===== src/rtl/reg_lifo.sv =====
module reg_lifo #(
  parameter int AW    = 6,
  parameter int WIDTH = 16
) (
  input  logic             clk,
  input  logic             rst,
  input  logic             push_req,
  input  logic             pop_req,
  input  logic [WIDTH-1:0] wr_data,
  output logic [WIDTH-1:0] rd_data,
  output logic             rd_valid,
  output logic             stk_full,
  output logic             stk_empty,
  output logic             op_err
);
  localparam int DEPTH = 1 << AW;
  localparam logic [AW-1:0] ONE = {{(AW-1){1'b0}}, 1'b1};

  logic [WIDTH-1:0] mem [DEPTH];
  logic [AW-1:0]    sp;

  wire          do_pop  = pop_req && !stk_empty;
  wire          do_push = push_req && !pop_req && !stk_full;
  wire          reject  = (pop_req && stk_empty) || (push_req && !pop_req && stk_full);
  wire [AW-1:0] sp_up   = sp + ONE;
  wire [AW-1:0] sp_dn   = sp - ONE;

  always_ff @(posedge clk) begin
    if (do_push) mem[sp_up] <= wr_data;
  end

  always_ff @(posedge clk) begin
    if (rst) begin
      sp        <= '0;
      stk_full  <= 1'b0;
      stk_empty <= 1'b1;
      rd_data   <= '0;
      rd_valid  <= 1'b0;
      op_err    <= 1'b0;
    end else begin
      rd_valid <= do_pop;
      op_err   <= reject;
      if (do_pop) begin
        rd_data   <= mem[sp];
        sp        <= sp_dn;
        stk_empty <= (sp_dn == '0);
        stk_full  <= 1'b0;
      end else if (do_push) begin
        sp        <= sp_up;
        stk_full  <= (sp_up == '0);
        stk_empty <= 1'b0;
      end
    end
  end

  a_r5_flags_exclusive: assert property (@(posedge clk) disable iff (rst)
    !(stk_full && stk_empty));
  a_r3_full_at_zero: assert property (@(posedge clk) disable iff (rst)
    stk_full |-> (sp == '0));
  a_r2_push_clears_empty: assert property (@(posedge clk) disable iff (rst)
    (push_req && !pop_req && !stk_full) |=> !stk_empty);
  a_r4_valid_after_pop: assert property (@(posedge clk) disable iff (rst)
    (pop_req && !stk_empty) |=> rd_valid);
  a_r6_full_push_held: assert property (@(posedge clk) disable iff (rst)
    (push_req && !pop_req && stk_full) |=> (stk_full && op_err && sp == $past(sp)));
  a_r7_empty_pop_held: assert property (@(posedge clk) disable iff (rst)
    (pop_req && stk_empty) |=> (stk_empty && op_err && !rd_valid));
  a_r9_no_err_when_ok: assert property (@(posedge clk) disable iff (rst)
    (!(pop_req && stk_empty) && !(push_req && !pop_req && stk_full)) |=> !op_err);
endmodule


===== config.mk =====
export PLATFORM = sky130hd
export DESIGN_NAME = reg_lifo
export DESIGN_NICKNAME = d
export VERILOG_FILES = /design/src/rtl/reg_lifo.sv
export SDC_FILE = /design/constraint.sdc
export NUM_CORES = 1
export LEC_CHECK = 0
export BUFFER_PORTS_ARGS = -buffer_cell sky130_fd_sc_hd__buf_2
export CAP_MARGIN = 5
export CORE_UTILIZATION = 57
export DETAILED_ROUTE_END_ITERATION = 16
export PLACE_DENSITY = 0.73
export RECOVER_POWER = 100
export SLEW_MARGIN = 30
export SYNTH_ARGS = -nofsm -noshare
export SYNTH_HDL_FRONTEND = slang
export SYNTH_SLANG_ARGS = --single-unit

===== constraint.sdc =====
create_clock -name clk -period 3.2 [get_ports clk]
set_clock_uncertainty 0.2 [all_clocks]
set_input_delay 0.64 -clock clk [delete_from_list [all_inputs] [get_ports clk]]
set_output_delay 0.64 -clock clk [all_outputs]
set_load 0.1 [all_outputs]

# Yosys cells after proc, flatten, opt, wreduce, memory -nomap -nowiden
# Memory sizes are Yosys's and may differ from the RTL's. A register that Yosys moved wholly into a read port is not among the register bits.
# Index checks and enable logic that the tools add are counted.
# op_classes
add_sub_neg	2
reduce_logical	13
n_mux	6
# op_table
operator	count
$logic_not 6->1	2
$mux 6	2
$add 6x1->6 const B	1
$sub 6x1->6 const B	1
$logic_and 1x1->1	5
$mux 1	4
$logic_not 1->1	3
$reduce_bool 2->1	1
$reduce_or 2->1	1
$logic_or 1x1->1	1
# word_totals
word_cells	27
mem_count	1
in_bits	20
ramBits	1024
reg_bits	10
out_inout_bits	20
# mem_list
name	depth	word_bits	rd	rd_clocked_by_memory_dff	write_ports	line	source
mem	64	16	1	1	1	19	logic [WIDTH-1:0] mem [DEPTH];

# Longest topological paths before layout
# depth
ltp_word	5
ltp_mapped	11
mapped_depth_nobuf	6

# Worst setup path before layout
# Ideal clock, no wire load.
# synth_timing
kind	reg-to-reg
from	register sp[1]
to	memory mem[55][0], enable pin
stages_incl_launch_ff	12
arrival_time_ns	2.961
slack_ns	-0.349
required_time_ns	2.612
cell_sequence	dfxtp_1 buf_2 buf_4 buf_6 buf_4 buf_2 inv_1 ha_1 clkbuf_1 nor2b_1 nand2_1 nor2_1
# synth_via
elab_chain_cells	1
# synth_lines
element	line	source
start: declaration	20	logic [AW-1:0] sp;
start signal: assignment	45	sp <= sp_dn;
start signal: assignment	49	sp <= sp_up;
$add 6x1->6	25	wire [AW-1:0] sp_up = sp + ONE;
end: declaration	19	
# Every way passes these cells.

# Final worst setup path
# layout_timing
from	register stk_full
to	memory mem[57][15], enable pin
# layout_via
elab_chain_cells	4
# layout_lines
element	line	source
start: declaration	12	output logic stk_full,
start signal: assignment	50	stk_full <= (sp_up == '0);
$logic_not 1->1	23	wire do_push = push_req && !pop_req && !stk_full;
$logic_and 1x1->1	23	
$mux 1	29	if (do_push) mem[sp_up] <= wr_data;
$mux 1 (not written as such)	29	
# Every way passes these cells.

==> impl_metrics.json <==
{
  "outcome": "finished, violations left",
  "violations": "capacitance limit, slew limit",
  "grt_pass1_vias": 20927,
  "slew_violations": 655,
  "end_kind": "flop",
  "via_per_inst": 6.54,
  "place_area_um2": 43500,
  "rsz0062_at_grt": "no",
  "worst_pin_slew_ps": 2440,
  "synthArstFlopShare_pct": 0,
  "syn_nets": 2003,
  "die_area_um2": 72900,
  "grt_max_degree": 85,
  "synth_edf_count": 1024,
  "path_max_fanout": 8,
  "critPathLaunchType": "flop",
  "cts_hold_buf": 0,
  "drt_iter0_drc": 2709,
  "clockBufferDepth": 3,
  "wire_per_inst_um": 31.0,
  "yosysUniqueCellTypes": 55,
  "rows": 97,
  "finalInstanceArea_um2": 46400,
  "antenna_cells": 0,
  "gr-total-overflow": 0,
  "setup_violations": 0,
  "grt_usage_pct": 27.9,
  "required_ps": 3280,
  "hold_path.class": "primary input to flop",
  "portBuffers": 39,
  "grt_pass1_wl_um": 145000,
  "cts-root-buf": "clkbuf_16",
  "drive_above_1_share_pct": 28.0,
  "finalWirelength_um": 99300,
  "slowest_stage": "nor3b_1",
  "gp_congestion": 1.04,
  "crit_type": "flop to flop",
  "crit_family": "simple AND/OR/NAND/NOR gates",
  "avgSynthCellArea_um2": 20.7,
  "syn_inst": 1979,
  "yosys_warnings": 0,
  "drcViolationCount": 0,
  "crit_arrival_ps": 3160,
  "numCtsBuffers": 98,
  "cts_setup_buffers": 0,
  "clock.fmax_mhz": 324,
  "max_stage_delay_ps": 700,
  "die_w_um": 270,
  "io_pins": 40,
  "core_um2": 70500,
  "slew_headroom_pct": -63.3,
  "fin_crit_sh_pct": 96.5,
  "fillers": 4503,
  "dp_hpwl_um": 61200,
  "power.total_mw": 29.4,
  "path_cells": "nor3b_1, and2_0, nand2_1, nor2_1, clkbuf_1",
  "first_pass_iters": 6,
  "clock_latency_ps": 660,
  "fp.dieH_um": 270,
  "antenna_left": 0,
  "clock_sinks": 1050,
  "vias": 20941,
  "syn_to_final_growth_pct": 13.4,
  "initial_core_util_pct": 58.0,
  "leakage_nw": 14.4,
  "postCtsResizedCells": 0,
  "syn_area_um2": 40900,
  "finalHoldViolations": 0,
  "utilization_pct": 65.8,
  "cap_violations": 13,
  "fin_nets": 2204,
  "finalCriticalPeriod_ps": 3090,
  "clk_pin_slew_worst_paths_ps": 60,
  "htreeDepth": 3,
  "tritoncts": "yes",
  "cp_num_buf_inv": 1,
  "antenna_found_initial": 2,
  "synth-seq-cells": 1050,
  "powerDensity_nw_per_um2": 634,
  "ys_seq_area_share_pct": 76.4,
  "ir_drop_mv": 0.433,
  "synth-main-ff-cell": "edfxtp_1"
}
[stage by stage]
stage | TNS [ps] | cells | setup WS (ps) | hold WS [ps]
6_report | 0 | 3201 | 112 | 95.0
5_1_grt | 0 | 3201 | 57.8 | 93.8
4_1_cts | 0 | 3201 | 218 | 60.6
3_5_place_dp | 0 | 3020 | 144 | 292
3_3_place_gp | 0 | 3019 | 199 | 278
2_1_floorplan | -210400 | 1979 | -232 | 488
[metal layers]
metal | global-route usage [%] | part of all wire, % | up-vias
met3 | 5.79 | 10 | 176
li1 | - | - | 8607
met1 | 39.8 | 39 | 11038
met4 | 8.63 | 2.8 | 4
met5 | 0 | 0.029 | -
met2 | 43.7 | 48 | 1116
[power breakdown]
group          switching, mW  total, mW  internal, mW
Sequential            0.0651       15.2          15.2
Clock                   4.90       12.0          7.11
Combinational           1.38       2.17         0.790
[final cells by class]
type                       instances  area (um^2)  share of cell area [%]
multi-input combinational        802         9070                    19.5
inverter                          16         60.1                   0.129
clock inverter                    58          694                    1.50
tap                              940         1180                    2.53
clock buffer                     123         2630                    5.67
sequential                      1050        31300                    67.4
timing repair buffer             212         1500                    3.24
[Yosys cell counts (all sizes together) (24+ instances only)]
library cell,n,share of area (%)
nand2,73,0.67
edfxtp,1024,75
dfxtp,26,1.3
a22oi,24,0.45
nor2,97,0.89
mux4,219,12
mux2,70,1.9
clkbuf,37,0.34
buf,74,1.1
mux2i,76,1.9
nor2b,25,0.38
a21oi,25,0.31
[kinds of logic (layout without fill, tap and decap cells)]
logic type	after synthesis	count (layout)	synth area share, %
xor+xnor	7	7	0.150
flops	1050	1050	76.4
compound gates	189	189	3.31
simple gates	237	237	2.54
mux	365	365	15.8
fa+ha+maj	4	4	0.122
buf+inv	127	409	1.62
[sequential cells by signal, indices dropped and copies added, names as in the netlist]
name       flops
op_err         1
sp             6
stk_empty      1
rd_valid       1
mem         1024
stk_full       1
rd_data       16
[layout by cell type (no fill, tap or decap), drive strengths merged, types with 25 or more instances in the layout]
cell    count
mux4      219
edfxtp   1024
dfxtp      26
clkbuf    228
nor2       97
nand2      73
clkinv     45
a21oi      25
buf       105
mux2       70
nor2b      25
mux2i      76
[worst paths after layout]
check                      to  slack, ps  cells past startpoint   startpoint
hold / removal         op_err         90                      2          rst
hold reg to reg   rd_data[15]        320                      2  rd_data[15]
setup reg to reg  mem[57][15]        110                      5     stk_full
setup / recovery  mem[57][15]        110                      5     stk_full
(Power assumes the default switching activity.)
